<file path="src/rtl/fde_pkg.sv">
// Shared types and helpers for the bridge fault diagnosis encoder.
// Assumes two-bit current codes and a fixed 8-bit status byte.
package fde_pkg;

    // Per-channel fault rank, lowest to highest
    typedef enum logic [1:0] {
        CLS_OK   = 2'd0,
        CLS_WEAK = 2'd1,
        CLS_GND  = 2'd2
    } fault_cls_e;

    localparam int unsigned CMD_W    = 6;
    localparam int unsigned CODE_W   = 2;
    localparam int unsigned STATUS_W = CODE_W + CMD_W;

    localparam logic [1:0] CODE_OK    = 2'b11;
    localparam logic [1:0] CODE_WEAK  = 2'b01;
    localparam logic [1:0] CODE_GND   = 2'b10;
    localparam logic [1:0] CODE_THERM = 2'b00;

    localparam logic [1:0] CUR_HOLD = 2'b10;
    localparam logic [1:0] CUR_OFF  = 2'b11;

    // Error code of one fault class
    function automatic logic [1:0] cls_code(input fault_cls_e c);
        case (c)
            CLS_GND:  return CODE_GND;
            CLS_WEAK: return CODE_WEAK;
            default:  return CODE_OK;
        endcase
    endfunction

    // True when a reversal in this current mode gets a flyback check
    function automatic logic mode_checked(input logic [1:0] cur);
        return (cur != CUR_HOLD) && (cur != CUR_OFF);
    endfunction

endpackage

</file>
<file path="src/rtl/fde_settle.sv">
// Settling filter for one channel: counts step pulses up to SETTLE_CNT
// and then reports settled. Assumes step is a one-cycle pulse.
module fde_settle #(
    parameter int unsigned SETTLE_CNT = 4
) (
    input  logic clk,
    input  logic rst_n,
    input  logic clr_i,
    input  logic step_i,
    output logic settled_o
);
    localparam int unsigned CW = $clog2(SETTLE_CNT + 1);

    logic [CW-1:0] cnt_q;

    assign settled_o = (cnt_q == CW'(SETTLE_CNT));

    // Saturating step counter, cleared by standby
    always_ff @(posedge clk) begin
        if (!rst_n) begin
            cnt_q <= '0;
        end else if (clr_i) begin
            cnt_q <= '0;
        end else if (step_i && !settled_o) begin
            cnt_q <= cnt_q + 1'b1;
        end
    end


    settle_clr_chk: assert property (@(posedge clk) disable iff (!rst_n)
        clr_i |=> !settled_o);

endmodule

</file>
<file path="src/rtl/fde_chan.sv">
// One bridge channel: latches ground-short, supply-short and open-load
// faults and reports the highest fault class. Assumes all event inputs
// are synchronous single-cycle pulses.
module fde_chan
    import fde_pkg::*;
#(
    parameter int unsigned SETTLE_CNT = 4,
    parameter int unsigned FLY_WIN    = 8
) (
    input  logic       clk,
    input  logic       rst_n,
    input  logic       standby_i,
    input  logic       frame_end_i,
    input  logic       src_ovc_i,
    input  logic       sink_short_i,
    input  logic       chop_i,
    input  logic       flyback_i,
    input  logic       pol_chg_i,
    input  logic [1:0] cur_i,
    output fault_cls_e cls_o,
    output logic       gnd_off_o
);
    localparam int unsigned WW = $clog2(FLY_WIN + 1);

    logic          gnd_q;
    logic          ss_q;
    logic          open_q;
    logic          seen_q;
    logic [WW-1:0] win_q;
    logic          settled;
    logic          fly_ok;
    logic          start_chk;

    fde_settle #(.SETTLE_CNT(SETTLE_CNT)) settle_i (
        .clk       (clk),
        .rst_n     (rst_n),
        .clr_i     (standby_i),
        .step_i    (chop_i | pol_chg_i),
        .settled_o (settled)
    );

    assign fly_ok    = flyback_i & settled;
    assign start_chk = pol_chg_i & mode_checked(cur_i);

    // Ground-short latch: set by source overcurrent, cleared at frame end
    always_ff @(posedge clk) begin
        if (!rst_n) begin
            gnd_q <= 1'b0;
        end else if (src_ovc_i) begin
            gnd_q <= 1'b1;
        end else if (frame_end_i) begin
            gnd_q <= 1'b0;
        end
    end

    // Supply-short latch: overwritten by normal chopping or standby
    always_ff @(posedge clk) begin
        if (!rst_n) begin
            ss_q <= 1'b0;
        end else if (sink_short_i) begin
            ss_q <= 1'b1;
        end else if (chop_i || standby_i) begin
            ss_q <= 1'b0;
        end
    end

    // Flyback window after a checked reversal and the open-load verdict
    always_ff @(posedge clk) begin
        if (!rst_n) begin
            win_q  <= '0;
            seen_q <= 1'b0;
            open_q <= 1'b0;
        end else if (standby_i) begin
            win_q  <= '0;
            seen_q <= 1'b0;
            open_q <= 1'b0;
        end else if (start_chk) begin
            win_q  <= WW'(FLY_WIN);
            seen_q <= 1'b0;
        end else if (win_q != '0) begin
            win_q  <= win_q - 1'b1;
            seen_q <= seen_q | fly_ok;
            if (win_q == WW'(1)) begin
                open_q <= !(seen_q || fly_ok);
            end
        end
    end

    // Fault class from the latches, ground short ranked above the rest
    always_comb begin
        if (gnd_q) begin
            cls_o = CLS_GND;
        end else if (ss_q || open_q) begin
            cls_o = CLS_WEAK;
        end else begin
            cls_o = CLS_OK;
        end
    end

    assign gnd_off_o = gnd_q;


    gnd_hold_chk: assert property (@(posedge clk) disable iff (!rst_n)
        (gnd_q && !frame_end_i) |=> gnd_q);


    open_set_chk: assert property (@(posedge clk) disable iff (!rst_n)
        (win_q == WW'(1) && !seen_q && !fly_ok && !start_chk && !standby_i)
        |=> open_q);


    hold_skip_chk: assert property (@(posedge clk) disable iff (!rst_n)
        (pol_chg_i && !mode_checked(cur_i) && win_q == '0) |=> (win_q == '0));

endmodule

</file>
<file path="src/rtl/fde_merge.sv">
// Registered merge of per-channel fault classes and thermal levels into
// the error code and status byte. Assumes inputs settle within a cycle.
module fde_merge
    import fde_pkg::*;
#(
    parameter int unsigned NCH = 2
) (
    input  logic                      clk,
    input  logic                      rst_n,
    input  fault_cls_e [NCH-1:0]      cls_i,
    input  logic                      therm_warn_i,
    input  logic                      therm_sd_i,
    input  logic [CMD_W-1:0]          cmd_i,
    output logic [CODE_W-1:0]         code_o,
    output logic [STATUS_W-1:0]       status_o,
    output logic                      sd_o
);
    logic [1:0]       gnd_and;
    logic [1:0]       weak_and;
    logic             gnd_any;
    logic             weak_any;
    logic [1:0]       code_d;
    logic [1:0]       code_q;
    logic [CMD_W-1:0] cmd_q;
    logic             sd_q;

    // AND codes within each rank and pick the highest rank present
    always_comb begin
        gnd_and  = CODE_OK;
        weak_and = CODE_OK;
        gnd_any  = 1'b0;
        weak_any = 1'b0;
        for (int i = 0; i < NCH; i++) begin
            if (cls_i[i] == CLS_GND) begin
                gnd_any = 1'b1;
                gnd_and = gnd_and & cls_code(cls_i[i]);
            end else if (cls_i[i] == CLS_WEAK) begin
                weak_any = 1'b1;
                weak_and = weak_and & cls_code(cls_i[i]);
            end
        end
        if (therm_sd_i || therm_warn_i) begin
            code_d = CODE_THERM;
        end else if (gnd_any) begin
            code_d = gnd_and;
        end else if (weak_any) begin
            code_d = weak_and;
        end else begin
            code_d = CODE_OK;
        end
    end

    // Register code, returned command and shutdown state once per clock
    always_ff @(posedge clk) begin
        if (!rst_n) begin
            code_q <= CODE_OK;
            cmd_q  <= '1;
            sd_q   <= 1'b0;
        end else begin
            code_q <= code_d;
            cmd_q  <= therm_sd_i ? '1 : cmd_i;
            sd_q   <= therm_sd_i;
        end
    end

    assign code_o   = code_q;
    assign status_o = {code_q, cmd_q};
    assign sd_o     = sd_q;

endmodule

</file>
<file path="src/rtl/fault_diag_enc.sv">
// Top of the bridge fault diagnosis encoder: one fault channel per
// bridge, a registered merge, and the per-bridge forced-off outputs.
// Assumes all inputs are synchronous to clk.
module fault_diag_enc
    import fde_pkg::*;
#(
    parameter int unsigned NCH        = 2,
    parameter int unsigned SETTLE_CNT = 4,
    parameter int unsigned FLY_WIN    = 8
) (
    input  logic             clk,
    input  logic             rst_n,
    input  logic             standby_i,
    input  logic             frame_end_i,
    input  logic [NCH-1:0]   src_ovc_i,
    input  logic [NCH-1:0]   sink_short_i,
    input  logic [NCH-1:0]   chop_i,
    input  logic [NCH-1:0]   flyback_i,
    input  logic [NCH-1:0]   pol_chg_i,
    input  logic [2*NCH-1:0] cur_code_i,
    input  logic             therm_warn_i,
    input  logic             therm_sd_i,
    input  logic [5:0]       cmd_i,
    output logic [1:0]       err_code_o,
    output logic [7:0]       status_o,
    output logic [NCH-1:0]   bridge_off_o
);
    fault_cls_e [NCH-1:0] cls;
    logic [NCH-1:0]       gnd_off;
    logic                 sd;

    // One fault channel per bridge
    for (genvar ch = 0; ch < NCH; ch++) begin : g_chan
        fde_chan #(
            .SETTLE_CNT (SETTLE_CNT),
            .FLY_WIN    (FLY_WIN)
        ) chan_i (
            .clk          (clk),
            .rst_n        (rst_n),
            .standby_i    (standby_i),
            .frame_end_i  (frame_end_i),
            .src_ovc_i    (src_ovc_i[ch]),
            .sink_short_i (sink_short_i[ch]),
            .chop_i       (chop_i[ch]),
            .flyback_i    (flyback_i[ch]),
            .pol_chg_i    (pol_chg_i[ch]),
            .cur_i        (cur_code_i[2*ch +: 2]),
            .cls_o        (cls[ch]),
            .gnd_off_o    (gnd_off[ch])
        );
    end

    fde_merge #(.NCH(NCH)) merge_i (
        .clk          (clk),
        .rst_n        (rst_n),
        .cls_i        (cls),
        .therm_warn_i (therm_warn_i),
        .therm_sd_i   (therm_sd_i),
        .cmd_i        (cmd_i),
        .code_o       (err_code_o),
        .status_o     (status_o),
        .sd_o         (sd)
    );

    assign bridge_off_o = gnd_off | {NCH{sd}};


    therm_sd_chk: assert property (@(posedge clk) disable iff (!rst_n)
        therm_sd_i |=> (err_code_o == CODE_THERM && status_o[5:0] == 6'h3F
                        && bridge_off_o == '1));


    gnd_dom_chk: assert property (@(posedge clk) disable iff (!rst_n)
        ((|gnd_off) && !therm_warn_i && !therm_sd_i) |=> (err_code_o == CODE_GND));


    code_field_chk: assert property (@(posedge clk) disable iff (!rst_n)
        status_o[7:6] == err_code_o);

endmodule

</file>
<file path="config.mk">
export PLATFORM = sky130hd
export DESIGN_NAME = fault_diag_enc
export DESIGN_NICKNAME = d
export VERILOG_FILES = /design/src/rtl/fde_pkg.sv /design/src/rtl/fde_settle.sv /design/src/rtl/fde_chan.sv /design/src/rtl/fde_merge.sv /design/src/rtl/fault_diag_enc.sv
export SDC_FILE = /design/constraint.sdc
export NUM_CORES = 1
export LEC_CHECK = 0
export CAP_MARGIN = 0
export CORE_ASPECT_RATIO = 1.1
export CORE_MARGIN = 2
export CORE_UTILIZATION = 65
export DETAILED_ROUTE_END_ITERATION = 10
export DONT_BUFFER_PORTS = 1
export PLACE_DENSITY = 0.83
export SYNTH_ARGS = -nofsm -noshare
export SYNTH_HDL_FRONTEND = slang
export SYNTH_SLANG_ARGS = --single-unit
export TNS_END_PERCENT = 20
</file>
<file path="constraint.sdc">
create_clock -name clk -period 4.05 [get_ports clk]
set_input_delay 0.405 -clock clk [delete_from_list [all_inputs] [get_ports clk]]
set_output_delay 0.405 -clock clk [all_outputs]
set_load 0.005 [all_outputs]
</file>
==> out/qor.txt, run 1 <==
nets - 175
Pleak - 0.555 nW
Overall Global Routing Usage - 0.229
clock period minus worst slack - 1.48 ns
post-synthesis cell count - 138
Final ANT Viol Nets - 0
Slew headroom - 0.699
io pins - 38
post-synth top area cell - dfxtp_1
crit end category - flop
# resized after CTS - 0
Avg Inst Size Synth - 9.72 um^2
Core Area - 1980 um^2
gpl congestion - 0.710
Clock Pin Slew Worst Setup and Hold Paths - 0.08 ns
Worst Hold Depth - 1
Seq/Total Area, Yosys - 0.463
IO buf count - 0
Yosys top cell area share - 0.463
Placement Rows - 17
Synth Warn # - 0
crit share post-route - 0.366
total power - 0.000551 W
DRC - 0
dpl cells - 162
Post-synth ARST share - 0
Mapped Area - 1340 um^2
Clock Path Buffers - 2
vias per std cell - 5.49
Crit Path Max Fanout - 4
final setup fails - 0
fin cells - 169
Fin Setup TNS - 0 ns
largest net degree at the start of global routing - 12
CP startpoint kind - flop
first-pass GRT wire length - 3.93 mm
ant diodes - 0
Critical Path RT - 4.23 ns
Hold Crit Class - input pin to flop
CTS Sinks - 31
RSZ-0062 raised after global routing - false
status - finished, final reports clean
final hold vios - 0
Max H-tree Level - 2
Final HPWL DP - 1.72 mm
DRT Pass-1 Iters - 4
count of cell types in the netlist - 31
Most used DFF post-synth - dfxtp_1
Initial DRC Count - 7
FILL cells - 162
r2r worst-path depth - 5
MaxCap Viol Count - 0
CTS buffer count - 5
die width - 47.3 um
Worst Max-Slew Pin Slew - 0.449 ns
fraction of layout cells with a size suffix above 1 - 0.0922
crit path kind - flop to flop
WP data arrival - 1.67 ns
total setup buffers inserted after CTS - 0
ranking of synthesized cells by area - dfxtp_1 46%, ha_1 7.5%, nand2b_1 5.1%
Post-Synthesis Net Count - 172
Routed WL - 2.21 mm
Pins Over Slew Limit - 0
number of enable flip-flop cells after synthesis - 0
post-synthesis register bit count - 31
Pwr per Cell Area - 394 nW/um^2
total gr overflow - 0
vias in the first global route - 932
Peak VDD IR - 310 uV
Worst Clk Skew - 0.0154 ns
CTS hold repair buffers - 0
die area - 2440 um^2
Initial Utilization - 0.678
clock latency on the worst-skew pair - 0.32 ns
Chip Height - 51.6 um
initial antenna violation count - 0
most frequent cell after synthesis - dfxtp_1
Post-synth top cells - 31 x dfxtp_1, 14 x nor2_1, 11 x inv_1, 11 x nand2b_1
CTS tree - built
CTS Root Cell - clkbuf_4
Synth-to-Final Area Change - 4.29%
average wire per standard cell - 13.0 um
FMAX - 675 MHz
Vias - 928
[power breakdown]
part           total [W]  internal [W]  switching [W]  leakage (nW)
Combinational  0.0000497     0.0000252      0.0000245         0.267
Sequential      0.000325      0.000316     0.00000913         0.254
Clock           0.000175     0.0000803      0.0000952        0.0341
[through the flow]
step | utilization | setup slack, ns | hold slack (ns) | cell area (um^2)
2_1_floorplan | - | 2.76 | 0.420 | 1340
3_3_place_gp | 0.679 | 2.68 | 0.431 | 1340
3_5_place_dp | 0.679 | 2.56 | 0.445 | 1340
4_1_cts | 0.707 | 2.55 | 0.156 | 1400
5_1_grt | 0.707 | 2.40 | 0.141 | 1400
6_report | 0.707 | 2.57 | 0.163 | 1400
[kinds of logic (layout without fill, tap and decap cells)]
family / Yosys count / count (layout) / share of synthesized area
simple gates: 55 / 55 / 0.236
flops: 31 / 31 / 0.463
compound gates: 20 / 20 / 0.107
buf+inv: 15 / 18 / 0.0560
fa+ha+maj: 8 / 8 / 0.0746
mux: 5 / 5 / 0.0373
xor+xnor: 4 / 4 / 0.0261
[registers in the layout (all words and copies together) (netlist names)]
register / count
merge_i.cmd_q: 6
merge_i.sd_o: 1
g_chan.chan_i.open_q: 2
g_chan.chan_i.win_q: 8
merge_i.code_o: 2
g_chan.chan_i.seen_q: 2
g_chan.chan_i.settle_i.cnt_q: 6
g_chan.chan_i.gnd_off_o: 2
g_chan.chan_i.ss_q: 2
[routing by layer]
metal / global-route usage / share of wire / vias up / routed length, um
met5: 0 / 0 / - / 0
met4: 0.0787 / 0.011 / 0 / 25
met3: 0.125 / 0.072 / 4 / 158
met2: 0.354 / 0.52 / 34 / 1140
met1: 0.263 / 0.40 / 419 / 881
li1: - / - / 471 / -
[worst paths after layout]
kind / from / end / slack [ns]
worst max-delay path: g_chan[1].chan_i.settle_i.cnt_q[0] / g_chan[1].chan_i.settle_i.cnt_q[1] / 2.57
worst min-delay path: rst_n / merge_i.code_o[1] / 0.16
worst max register to register: g_chan[1].chan_i.settle_i.cnt_q[0] / g_chan[1].chan_i.settle_i.cnt_q[1] / 2.57
worst min register to register: g_chan[0].chan_i.seen_q / g_chan[0].chan_i.open_q / 0.46
[layout by cell type, fill, tap and decap left out]
cell type	Yosys	final
inv_1	11	11
and2b_1	1	1
xnor2_1	4	4
clkinv_2	0	1
nor4b_2	1	1
nor2_1	14	14
and4b_1	1	1
clkbuf_8	0	1
clkbuf_4	0	5
or3_1	1	1
a2bb2oi_1	2	2
o41ai_1	2	2
nand2b_1	11	11
o21a_1	2	2
nand2_1	6	6
or3b_4	2	2
and3_1	2	2
nor4_1	1	1
mux2i_1	5	5
a211oi_1	1	1
and2_1	1	1
a211oi_2	1	1
nor2b_1	5	5
nand3b_1	2	2
a21oi_1	8	8
ha_1	8	8
a211o_1	3	3
or2_2	2	2
nand4_1	2	2
nor3_1	3	3
dfxtp_1	31	31
o31ai_1	1	1
[final cells by class]
class	count	area (um^2)	share of cell area
clock inverters	1	5.00	0.00358
clock buffers	6	51.3	0.0367
well taps	28	35.0	0.0250
multi-input cells	92	646	0.462
inverters	11	41.3	0.0295
flip-flops and latches	31	621	0.444
[worst max-delay path, stage by stage, from the launching register on]
cell and delay (ns):
dfxtp_1 0.38, inv_1 0.06, ha_1 0.20, a2bb2oi_1 0.37, mux2i_1 0.27, nor2_1 0.07
(Power assumes the default switching activity.)
==> run 2: changes to the inputs <==
- CORE_UTILIZATION: 65 -> 60
- PLACE_DENSITY: 0.83 -> 0.78
- clock period: 4.05 -> 1.48 ns (I/O delays scaled with it)
==> run 2 against run 1 <==
Against the previous run: via count rose by 16%; highest routed layer unchanged; sequential share of layout area is 7.4 points lower; register-to-register slack worse by 2.5 ns; largest power group unchanged; first-iteration DRC count grew 57%; setup slack worse by 2.5 ns.
==> out/qor.txt, run 2 (synthesized netlist as in run 1, its figures left out) <==
Slew headroom - 0.677
DRC - 0
Core Area - 2060 um^2
Largest Register - g_chan.chan_i.win_q
Vias - 1074
Clock Pin Slew Worst Setup and Hold Paths - 0.09 ns
initial antenna violation count - 0
Initial Utilization - 0.650
Pwr per Cell Area - 1060 nW/um^2
IO buf count - 0
FMAX - 731 MHz
ant diodes - 0
CTS Sinks - 31
Chip Height - 53.6 um
Overall Global Routing Usage - 0.267
Final ANT Viol Nets - 0
crit share post-route - 0.924
WP data arrival - 1.60 ns
vias per std cell - 5.59
Pleak - 0.652 nW
crit-path cells - inv_1 > ha_1 > or3b_4 > a21oi_1 > nor2_1
Peak VDD IR - 759 uV
total power - 0.00178 W
number of flip-flops in the largest register - 8
Pins Over Slew Limit - 0
clock period minus worst slack - 1.37 ns
gpl congestion - 0.756
Synth-to-Final Area Change - 25.0%
WHS - 0.0191 ns
first-pass GRT wire length - 5.03 mm
largest net degree at the start of global routing - 11
CTS tree - built
status - finished, final reports clean
MaxCap Viol Count - 0
fin cells - 192
commonest non-fill, non-tap cells in the layout - 31 x dfxtp_1, 20 x dlygate4sd3_1, 14 x nor2_1
average wire per standard cell - 16.1 um
DRT Pass-1 Iters - 4
biggest regs - g_chan.chan_i.win_q x8, g_chan.chan_i.settle_i.cnt_q x6, merge_i.cmd_q x6
nets - 197
r2r worst-path depth - 5
crit path kind - flop to flop
Crit Path Max Fanout - 4
CP startpoint kind - flop
Initial DRC Count - 11
final hold vios - 0
CTS Root Cell - clkbuf_4
Slowest cell on crit path - or3b_4
Routed WL - 3.09 mm
total gr overflow - 0
Worst Clk Skew - 0.00487 ns
Final HPWL DP - 1.78 mm
fraction of layout cells with a size suffix above 1 - 0.116
Crit path max-delay family - simple AND/OR/NAND/NOR gates
Stages on worst setup path - 5
Worst Hold Depth - 2
CTS buffer count - 5
io pins - 38
dpl cells - 164
die area - 2630 um^2
Hold Crit Class - input pin to flop
commonest non-fill, non-tap cell in the layout - dfxtp_1
RSZ-0062 raised after global routing - false
Fin Setup TNS - 0 ns
Clock Path Buffers - 2
clock latency on the worst-skew pair - 0.34 ns
Max H-tree Level - 2
crit path buf inv count - 1
final setup fails - 0
Worst Max-Slew Pin Slew - 0.484 ns
Placement Rows - 17
crit-path max cell delay - 0.43 ns
vias in the first global route - 1167
crit end category - flop
total setup buffers inserted after CTS - 0
Critical Path RT - 1.71 ns
die width - 49.1 um
FILL cells - 123
run 2: cell count changes in the layout (fill, tap and decap cells not counted), sizes merged:
cell         previous run  this run
buf                     0         2
bufinv                  0         1
dlygate4sd3             0        20
run 2: repair_timing:
action                                 4_1_cts  5_1_grt
resized for setup                            0        5
hold buffers                                20        0
setup endpoints to repair                    0        7
endpoints found under the hold margin       13        0
run 2: per-layer routing:
metal	global-route usage	vias to the layer above	part of all wire
li1	-	517	-
met1	0.252	509	0.38
met2	0.516	40	0.53
met3	0.103	8	0.066
met4	0.124	0	0.020
met5	0	-	0
run 2: stage by stage:
stage | area [um^2] | worst slack [ns] | util
detailed placement | 1360 | 0.0897 | 0.658
floorplan | 1340 | 0.192 | -
global placement | 1360 | 0.128 | 0.658
finish | 1680 | 0.113 | 0.813
CTS | 1640 | 0.0340 | 0.797
global route | 1680 | 0.00556 | 0.813
run 2: path summary, 6_finish.rpt:
path | startpoint | endpoint | slack, ns
worst max-delay path | g_chan[1].chan_i.win_q[0] | g_chan[1].chan_i.seen_q | 0.11
worst min-delay path | pol_chg_i[1] | g_chan[1].chan_i.win_q[3] | 0.02
worst max register to register | g_chan[1].chan_i.win_q[0] | g_chan[1].chan_i.seen_q | 0.11
worst min register to register | g_chan[0].chan_i.seen_q | g_chan[0].chan_i.open_q | 0.47
run 2: final cells by class:
class	count	area, um^2	area share
multi-input cells	92	678	0.404
flip-flops and latches	31	621	0.370
repair buffers	22	215	0.128
clock buffers	6	51.3	0.0306
inverters	11	41.3	0.0246
clock inverters	2	35.0	0.0209
well taps	28	35.0	0.0209
run 2: power breakdown:
group          total [W]  switching (W)  internal [W]
clock network   0.000688       0.000290      0.000399
logic           0.000197      0.0000869      0.000110
registers       0.000893      0.0000274      0.000866
total            0.00178       0.000404       0.00137
